==> src/rtl/tgf_pkg.sv <==
package tgf_pkg;

    localparam int NUM_TICKS   = 4;
    localparam int DLY_W       = 3;
    localparam int FILTER_MULT = 3;
    localparam int MAX_TICKS   = ((1 << DLY_W) - 1) * FILTER_MULT;
    localparam int CNT_W       = $clog2(MAX_TICKS + 1);

    typedef enum logic [1:0] {
        TICK_FAST  = 2'd0,
        TICK_1US   = 2'd1,
        TICK_10US  = 2'd2,
        TICK_100US = 2'd3
    } tick_code_e;

    typedef struct packed {
        logic level;
        logic rise;
        logic fall;
    } line_state_t;

    function automatic logic [CNT_W-1:0] need_ticks(input logic [DLY_W-1:0] d);
        return CNT_W'(d) * CNT_W'(FILTER_MULT);
    endfunction

    function automatic int cnt_width(input int limit);
        return (limit > 1) ? $clog2(limit) : 1;
    endfunction

endpackage

==> src/rtl/tgf_tick_gen.sv <==
module tgf_tick_gen
    import tgf_pkg::*;
#(
    parameter int FAST_DIV = 3,
    parameter int US_DIV   = 24,
    parameter int DECADE   = 10
) (
    input  logic       clk,
    input  logic       rst,
    input  logic [1:0] tick_sel,
    output logic       tick_o
);

    localparam int FW = cnt_width(FAST_DIV);
    localparam int UW = cnt_width(US_DIV);
    localparam int DW = cnt_width(DECADE);

    logic [NUM_TICKS-1:0] ticks;
    logic [FW-1:0]        fast_cnt;
    logic [UW-1:0]        us_cnt;

    // fast tick: stands in for three crystal periods
    always_ff @(posedge clk) begin
        if (rst)
            fast_cnt <= '0;
        else if (fast_cnt == FW'(FAST_DIV - 1))
            fast_cnt <= '0;
        else
            fast_cnt <= fast_cnt + 1'b1;
    end
    assign ticks[0] = (fast_cnt == FW'(FAST_DIV - 1));

    // microsecond tick
    always_ff @(posedge clk) begin
        if (rst)
            us_cnt <= '0;
        else if (us_cnt == UW'(US_DIV - 1))
            us_cnt <= '0;
        else
            us_cnt <= us_cnt + 1'b1;
    end
    assign ticks[1] = (us_cnt == UW'(US_DIV - 1));

    // decade dividers chained from the microsecond tick
    for (genvar g = 2; g < NUM_TICKS; g++) begin : g_decade
        logic [DW-1:0] dcnt;
        always_ff @(posedge clk) begin
            if (rst)
                dcnt <= '0;
            else if (ticks[g-1])
                dcnt <= (dcnt == DW'(DECADE - 1)) ? '0 : dcnt + 1'b1;
        end
        assign ticks[g] = ticks[g-1] && (dcnt == DW'(DECADE - 1));
    end

    assign tick_o = ticks[tick_sel];

endmodule

==> src/rtl/tgf_sync.sv <==
module tgf_sync #(
    parameter int   STAGES  = 2,
    parameter logic RST_VAL = 1'b1
) (
    input  logic clk,
    input  logic rst,
    input  logic d,
    output logic q
);

    logic [STAGES-1:0] chain;

    always_ff @(posedge clk) begin
        if (rst)
            chain <= {STAGES{RST_VAL}};
        else
            chain <= {chain[STAGES-2:0], d};
    end

    assign q = chain[STAGES-1];

endmodule

==> src/rtl/tgf_stable_filter.sv <==
module tgf_stable_filter
    import tgf_pkg::*;
(
    input  logic             clk,
    input  logic             rst,
    input  logic             sync_i,
    input  logic             tick_i,
    input  logic [DLY_W-1:0] delay_i,
    output logic             level_o
);

    logic             cand;
    logic [CNT_W-1:0] cnt;
    logic [CNT_W-1:0] cnt_nxt;
    logic [CNT_W-1:0] target;

    assign cnt_nxt = cnt + 1'b1;
    assign target  = need_ticks(delay_i);

    always_ff @(posedge clk) begin
        if (rst) begin
            cand    <= 1'b1;
            cnt     <= '0;
            level_o <= 1'b1;
        end else begin
            cand <= sync_i;
            if (delay_i == '0) begin
                level_o <= sync_i;
                cnt     <= '0;
            end else if (sync_i != cand || sync_i == level_o) begin
                cnt <= '0;
            end else if (tick_i) begin
                if (cnt_nxt >= target) begin
                    level_o <= cand;
                    cnt     <= '0;
                end else begin
                    cnt <= cnt_nxt;
                end
            end
        end
    end

endmodule

==> src/rtl/tgf_edge_det.sv <==
module tgf_edge_det
    import tgf_pkg::*;
(
    input  logic        clk,
    input  logic        rst,
    input  logic        level_i,
    output line_state_t state_o
);

    logic prev;

    always_ff @(posedge clk) begin
        if (rst)
            prev <= 1'b1;
        else
            prev <= level_i;
    end

    assign state_o.level = level_i;
    assign state_o.rise  = level_i & ~prev;
    assign state_o.fall  = ~level_i & prev;

endmodule

==> src/rtl/tick_glitch_filter.sv <==
module tick_glitch_filter
    import tgf_pkg::*;
#(
    parameter int FAST_DIV = 3,
    parameter int US_DIV   = 24,
    parameter int DECADE   = 10
) (
    input  logic       clk,
    input  logic       rst,
    input  logic       line_raw,
    input  logic [1:0] tick_sel,
    input  logic [2:0] delay,
    output logic       line_clean,
    output logic       rise_stb,
    output logic       fall_stb
);

    logic        sync_lvl;
    logic        tick_pick;
    logic        filt_lvl;
    line_state_t st;

    tgf_sync #(.STAGES(2), .RST_VAL(1'b1)) u_sync (
        .clk (clk),
        .rst (rst),
        .d   (line_raw),
        .q   (sync_lvl)
    );

    tgf_tick_gen #(.FAST_DIV(FAST_DIV), .US_DIV(US_DIV), .DECADE(DECADE)) u_tick (
        .clk      (clk),
        .rst      (rst),
        .tick_sel (tick_sel),
        .tick_o   (tick_pick)
    );

    tgf_stable_filter u_filt (
        .clk     (clk),
        .rst     (rst),
        .sync_i  (sync_lvl),
        .tick_i  (tick_pick),
        .delay_i (delay),
        .level_o (filt_lvl)
    );

    tgf_edge_det u_edge (
        .clk     (clk),
        .rst     (rst),
        .level_i (filt_lvl),
        .state_o (st)
    );

    assign line_clean = st.level;
    assign rise_stb   = st.rise;
    assign fall_stb   = st.fall;

endmodule

==> config.mk <==
export PLATFORM = sky130hd
export DESIGN_NAME = tick_glitch_filter
export DESIGN_NICKNAME = d
export VERILOG_FILES = /design/src/rtl/tgf_pkg.sv /design/src/rtl/tgf_tick_gen.sv /design/src/rtl/tgf_sync.sv /design/src/rtl/tgf_stable_filter.sv /design/src/rtl/tgf_edge_det.sv /design/src/rtl/tick_glitch_filter.sv
export SDC_FILE = /design/constraint.sdc
export NUM_CORES = 1
export LEC_CHECK = 0
export ABC_AREA = 1
export BUFFER_PORTS_ARGS = -buffer_cell sky130_fd_sc_hd__buf_4
export CORE_MARGIN = 3
export CORE_UTILIZATION = 56
export CTS_BUF_LIST = sky130_fd_sc_hd__clkbuf_4
export DETAILED_ROUTE_END_ITERATION = 8
export PLACE_DENSITY = 0.88
export SETUP_SLACK_MARGIN = 0.15
export SKIP_CTS_REPAIR_TIMING = 1
export SYNTH_ARGS = -nofsm -noshare
export SYNTH_HDL_FRONTEND = slang
export SYNTH_HIERARCHICAL = 1
export SYNTH_SLANG_ARGS = --single-unit
export TNS_END_PERCENT = 10
==> constraint.sdc <==
create_clock -name clk -period 1.7 [get_ports clk]
set_input_delay 0.255 -clock clk [delete_from_list [all_inputs] [get_ports clk]]
set_output_delay 0.255 -clock clk [all_outputs]
set_load 0.005 [all_outputs]
==> results of run 1 <==
[registers in the layout (all words and copies together) (netlist names)]
| name | cells |
|---|---|
| u_tick/fast_cnt | 2 |
| u_tick/us_cnt | 5 |
| u_filt/cand | 1 |
| u_sync/chain | 2 |
| u_tick/g_decade.dcnt | 8 |
| u_edge/prev | 1 |
| u_filt/cnt | 5 |
| u_filt/level_o | 1 |
[area by class of cell]
type	instances	area share
Inverter	41	0.08205
Multi-Input combinational cell	141	0.5063
Clock buffer	4	0.01601
Sequential cell	25	0.2728
Timing Repair Buffer	25	0.1041
Tap cell	28	0.01868
[cells in the final DEF, fill, tap and decap left out, types with 2 or more instances in the layout]
master | synthesis | final
a21oi_1 | 11 | 10
a21oi_2 | 3 | 3
buf_4 | 1 | 23
buf_6 | 0 | 2
clkbuf_4 | 0 | 4
dfxtp_1 | 25 | 20
dfxtp_2 | 0 | 3
dfxtp_4 | 0 | 2
ha_1 | 12 | 6
ha_4 | 0 | 5
inv_1 | 38 | 34
inv_2 | 3 | 7
nand2_1 | 49 | 42
nand2_2 | 3 | 9
nand2_4 | 1 | 2
nand3_1 | 11 | 8
nand3_2 | 1 | 4
nand4_1 | 6 | 6
nor2_1 | 19 | 17
nor2_2 | 1 | 3
nor2_4 | 2 | 2
nor3_1 | 5 | 5
o21ai_0 | 8 | 8
[final timing paths]
kind	slack, ns	end	from	cells after the start
max	-0.04	u_filt/cnt[4]	u_filt/cnt[1]	11
min	0.1	u_sync/chain[0]	line_raw	3
max reg2reg	-0.04	u_filt/cnt[4]	u_filt/cnt[1]	11
min reg2reg	0.43	u_tick/us_cnt[0]	u_tick/us_cnt[0]	1
[synth_stat cells (all sizes together), types with 6 or more instances]
master	number
nand2	53
inv	41
dfxtp	25
nor2	23
a21oi	14
ha	12
nand3	12
o21ai	9
nand4	7
nor3	6
[metal layers]
metal | up-vias | routed length [um] | global-route usage
li1 | 714 | - | -
met1 | 583 | 1284 | 0.2156
met2 | 30 | 1603 | 0.3034
met3 | 8 | 105 | 0.03394
met4 | 0 | 71 | 0.05960
met5 | - | 0 | 0
[critical path: stages, from the launching register on]
cell     delay (ns)
dfxtp_4        0.39
ha_4           0.16
nand3_2        0.08
nand2_2        0.08
nand2_2        0.08
ha_4           0.31
nand2_4        0.06
nor2_2         0.09
nand2_2        0.09
buf_4          0.15
nand4_1        0.08
a21oi_1        0.07
[cell families (layout without fill, tap and decap cells)]
logic type | Yosys count | after routing | share of synthesized area
AND/OR/NAND/NOR | 101 | 101 | 0.3282
adder cells (fa/ha/maj) | 13 | 13 | 0.1153
AO/OA/AOI/OAI | 25 | 25 | 0.09585
XOR/XNOR | 2 | 2 | 0.01188
buffers and inverters | 42 | 70 | 0.1094
flip-flops | 25 | 25 | 0.3393
[per-stage QoR]
stage | hold slack [ns] | instance area (sq um) | setup slack (ns)
3_5_place_dp | 0.4112 | 1700 | -0.3290
6_report | 0.09873 | 1876 | -0.04352
2_1_floorplan | 0.3174 | 1508 | -0.07029
5_1_grt | 0.1099 | 1876 | -0.1281
4_1_cts | 0.09165 | 1730 | -0.2187
3_3_place_gp | 0.3919 | 1700 | -0.2805
[power groups by stage]
stage	Clock [mW]	Combinational [mW]	Sequential, mW
2_1_floorplan	0	0.0938	0.628
3_3_place_gp	0	0.139	0.630
3_5_place_dp	0	0.145	0.631
4_1_cts	0.290	0.145	0.618
5_1_grt	0.309	0.200	0.619
6_report	0.279	0.174	0.616
==> results.sh, run 1 <==
export IMPL_hold_class="in -> reg"
export IMPL_cts_tree="built"
export IMPL_n_antenna_cell=0
export IMPL_path_max_fanout=4
export IMPL_synth_edf_count=0
export IMPL_p_sw_uw=277.6
export IMPL_die_height_um=57.33
export IMPL_ys_warn_count=6
export IMPL_vdd_ir_drop_max_mv=0.5789
export IMPL_multi_input_area_sq_um=949.7
export IMPL_cts_root_buffer="clkbuf_4"
export IMPL_gp_congestion=0.8506
export IMPL_num_io_pins=11
export IMPL_die_w_um=57.33
export IMPL_vias_per_cell=5.057
export IMPL_wire_per_inst_um=11.61
export IMPL_final_util=0.7944
export IMPL_startpoint_type="register"
export IMPL_finalWirelength_mm=3.064
export IMPL_grt_pass1_vias=1149
export IMPL_grt_pass1_wl_mm=4.602
export IMPL_violations="negative setup slack"
export IMPL_syn_nets=229
export IMPL_htree_levels=1
export IMPL_cts_made_buffers=3
export IMPL_tns_ns=-0.1719
export IMPL_yosysTopAreaCellShare=0.3393
export IMPL_grt_max_degree=14
export IMPL_period_needed_ns=1.744
export IMPL_ys_ff_latch=25
export IMPL_max_freq_mhz=573.6
export IMPL_arrival_ns=1.96
export IMPL_syn_inst=208
export IMPL_worst_pin_slew_ns=0.2814
export IMPL_dp_cells=257
export IMPL_drive_above_1_share=0.3263
export IMPL_clockBufferDepth=2
export IMPL_async_flop_share=0
export IMPL_fp_coreArea_sq_um=2361
export IMPL_clock_latency_ns=0.32
export IMPL_num_vias=1335
export IMPL_cp_required_ns=1.92
export IMPL_antenna_found_initial=0
export IMPL_num_fill_cells=161
export IMPL_fin_nets=258
export IMPL_drtPass1Iterations=4
export IMPL_drv_cap=0
export IMPL_stdcell_count=264
export IMPL_outcome="finished with violations"
export IMPL_p_int_uw=791.7
export IMPL_final_period_utilization=1.026
export IMPL_rows=17
export IMPL_synth_area_leaders="dfxtp_1 (34%), nand2_1 (12%), ha_1 (10%), inv_1 (9.7%), nor2_1 (4.8%)"
export IMPL_synth_area_sq_um=1475
export IMPL_seq_area_sq_um=511.7
export IMPL_power_leakage_nw=0.8772
export IMPL_area_delta_synth_final_pct=27.14
export IMPL_drt_iter0_markers=43
export IMPL_die_area_sq_um=3286
export IMPL_finalSetupViolations=6
export IMPL_path_class="reg -> reg"
export IMPL_grt_use_total=0.1748
export IMPL_finClkSkew_ns=0.002541
export IMPL_synth_cell_type_count=27
export IMPL_slew_limit_headroom=0.8124
export IMPL_end_kind="register"
export IMPL_yosysSeqAreaShare=0.3393
export IMPL_dp_hpwl_mm=2.059
export IMPL_drv_slew=0
export IMPL_synth_ff_type="dfxtp_1"
export IMPL_ant_nets=0
export IMPL_cts_sinks=25
export IMPL_rsz0062_at_grt="yes"
export IMPL_p_total_mw=1.069
export IMPL_switching_share=0.2596
export IMPL_placement_io_buffers=10
export IMPL_initial_core_util=0.6248
export IMPL_pwr_share_comb=0.162
export IMPL_clockPowerShare=0.261
export IMPL_grt_overflow=0
export IMPL_synth_area_leader_cell="dfxtp_1"
export IMPL_pwr_share_seq=0.576
export IMPL_path_clk_slew_ns=0.13
export IMPL_hold_violations=0
export IMPL_drc=0
export IMPL_avgSynthCellArea_sq_um=7.092
export IMPL_p_per_area_nw_per_um2=570.1
export IMPL_postLayoutSetupSlackWorst_ns=-0.04352
(Power assumes the default switching activity.)
==> run 2, diff against run 1 <==
CELL_PAD_IN_SITES_DETAIL_PLACEMENT = 1   (was default)
CELL_PAD_IN_SITES_GLOBAL_PLACEMENT = 2   (was default)
CORE_UTILIZATION = 32   (was 56)
==> results.sh, run 2 (synthesized netlist as in run 1, its figures left out) <==
export IMPL_outcome="finished with violations"
export IMPL_violations="negative setup slack"
export IMPL_wl_met1_mm=1.501
export IMPL_slew_limit_headroom=0.7823
export IMPL_end_kind="register"
export IMPL_die_height_um=73.90
export IMPL_final_area_sq_um=1871
export IMPL_drv_slew=0
export IMPL_grt_max_degree=14
export IMPL_seq_area_sq_um=508.0
export IMPL_top_register="u_tick/g_decade.dcnt"
export IMPL_startpoint_type="register"
export IMPL_drt_iter0_markers=44
export IMPL_crit_chain="ha_4 > buf_6 > xnor2_2 > inv_2 > ha_4 > nand2_2 > nor2_2 > nand2_2 > buf_12 > nand4_1 > a21oi_1"
export IMPL_cp_required_ns=1.92
export IMPL_arrival_ns=1.98
export IMPL_rows=24
export IMPL_grt_use_total=0.1252
export IMPL_cts_made_buffers=3
export IMPL_cts_tree="built"
export IMPL_postPlaceCellArea_sq_um=1730
export IMPL_die_w_um=73.90
export IMPL_max_stage_delay_ns=0.38
export IMPL_dp_cells=281
export IMPL_n_antenna_cell=0
export IMPL_pwr_share_seq=0.576
export IMPL_drive_above_1_share=0.2979
export IMPL_wire_per_inst_um=11.25
export IMPL_die_area_sq_um=5460
export IMPL_placement_io_buffers=10
export IMPL_largestRegisters="u_tick/g_decade.dcnt (8), u_filt/cnt (5), u_tick/us_cnt (5)"
export IMPL_dp_slack_ns=-0.3364
export IMPL_largest_reg_flops=8
export IMPL_pwr_share_comb=0.154
export IMPL_switching_share=0.2621
export IMPL_grt_pass1_vias=1262
export IMPL_ant_nets=0
export IMPL_final_cell_mix="nand2_1 (43), inv_1 (35), dfxtp_1 (21)"
export IMPL_postLayoutSetupSlackWorst_ns=-0.06005
export IMPL_worst_pin_slew_ns=0.3265
export IMPL_vdd_ir_drop_max_mv=0.4290
export IMPL_clockBufferDepth=2
export IMPL_p_per_area_nw_per_um2=572.1
export IMPL_fin_nets=257
export IMPL_max_freq_mhz=568.2
export IMPL_met3_length_um=47
export IMPL_cts_root_buffer="clkbuf_4"
export IMPL_antenna_found_initial=0
export IMPL_drv_cap=0
export IMPL_cts_sinks=25
export IMPL_clockPowerShare=0.270
export IMPL_rsz0062_at_grt="yes"
export IMPL_dr_wl_met2_mm=1.654
export IMPL_grt_overflow=0
export IMPL_vias_per_cell=4.610
export IMPL_fp_coreArea_sq_um=4414
export IMPL_path_max_fanout=5
export IMPL_multi_input_area_sq_um=909.6
export IMPL_stdcell_count=287
export IMPL_hold_class="in -> reg"
export IMPL_p_int_uw=789.6
export IMPL_drc=0
export IMPL_num_fill_cells=581
export IMPL_final_period_utilization=1.035
export IMPL_dp_hpwl_mm=2.502
export IMPL_htree_levels=1
export IMPL_num_io_pins=11
export IMPL_area_delta_synth_final_pct=26.80
export IMPL_drtPass1Iterations=4
export IMPL_initial_core_util=0.3342
export IMPL_topRoutingLayerUsed="met4"
export IMPL_finClkSkew_ns=0.003434
export IMPL_power_leakage_nw=0.8720
export IMPL_path_clk_slew_ns=0.14
export IMPL_gp_congestion=0.7624
export IMPL_clock_latency_ns=0.32
export IMPL_num_vias=1323
export IMPL_finalWirelength_mm=3.228
export IMPL_period_needed_ns=1.760
export IMPL_hold_violations=0
export IMPL_path_class="reg -> reg"
export IMPL_grt_pass1_wl_mm=5.423
export IMPL_finalSetupViolations=6
export IMPL_final_common_cell="nand2_1"
export IMPL_slowest_stage="dfxtp_4"
export IMPL_p_sw_uw=280.5
==> run 2: changes by cell type in the layout (fill, tap and decap cells not counted), sizes merged <==
cell,delta
buf,-1
==> run 2: critical path, delay by kind of cell (launching register included) <==
kind	cells	cell delay, ns
buffers and inverters	3	0.31
AO/OA/AOI/OAI	1	0.07
flip-flops	1	0.38
XOR/XNOR	1	0.15
adder cells (fa/ha/maj)	2	0.44
AND/OR/NAND/NOR	4	0.31
==> run 2: worst paths after layout <==
check | startpoint | to | slack (ns) | depth (start not counted)
min | line_raw | u_sync/chain[0] | 0.1 | 3
max reg2reg | u_filt/cnt[0] | u_filt/cnt[4] | -0.06 | 11
max | u_filt/cnt[0] | u_filt/cnt[4] | -0.06 | 11
min reg2reg | u_tick/us_cnt[0] | u_tick/us_cnt[0] | 0.43 | 1
==> run 2: metal layers <==
layer	up-vias	GRT usage
met5	-	0
met4	0	0.03018
met3	2	0.02462
met2	6	0.2185
met1	606	0.1569
li1	709	-
==> run 2: layout make-up <==
cell class              count  area share
clock buffers               4     0.01605
repair buffers             24      0.1090
inverters                  41     0.08227
flip-flops and latches     25      0.2716
multi-input cells         141      0.4863
well taps                  52     0.03478
==> run 2: power groups by stage <==
stage,sequential (mW),clock [mW],combinational [mW]
final,0.616,0.289,0.165
after global routing,0.620,0.329,0.189
after CTS,0.618,0.304,0.148
after detailed placement,0.631,0,0.147
after global placement,0.630,0,0.142
after floorplan,0.628,0,0.0938
==> run 2: stage by stage <==
stage | setup TNS (ns) | power, mW | util | hold WS (ns)
floorplan | -0.3064 | 0.7222 | - | 0.3174
global placement | -1.531 | 0.7724 | 0.3920 | 0.3980
detailed placement | -1.738 | 0.7783 | 0.3920 | 0.4118
CTS | -1.009 | 1.070 | 0.3988 | 0.08524
global route | -0.7003 | 1.138 | 0.4238 | 0.08827
finish | -0.2800 | 1.070 | 0.4238 | 0.09703
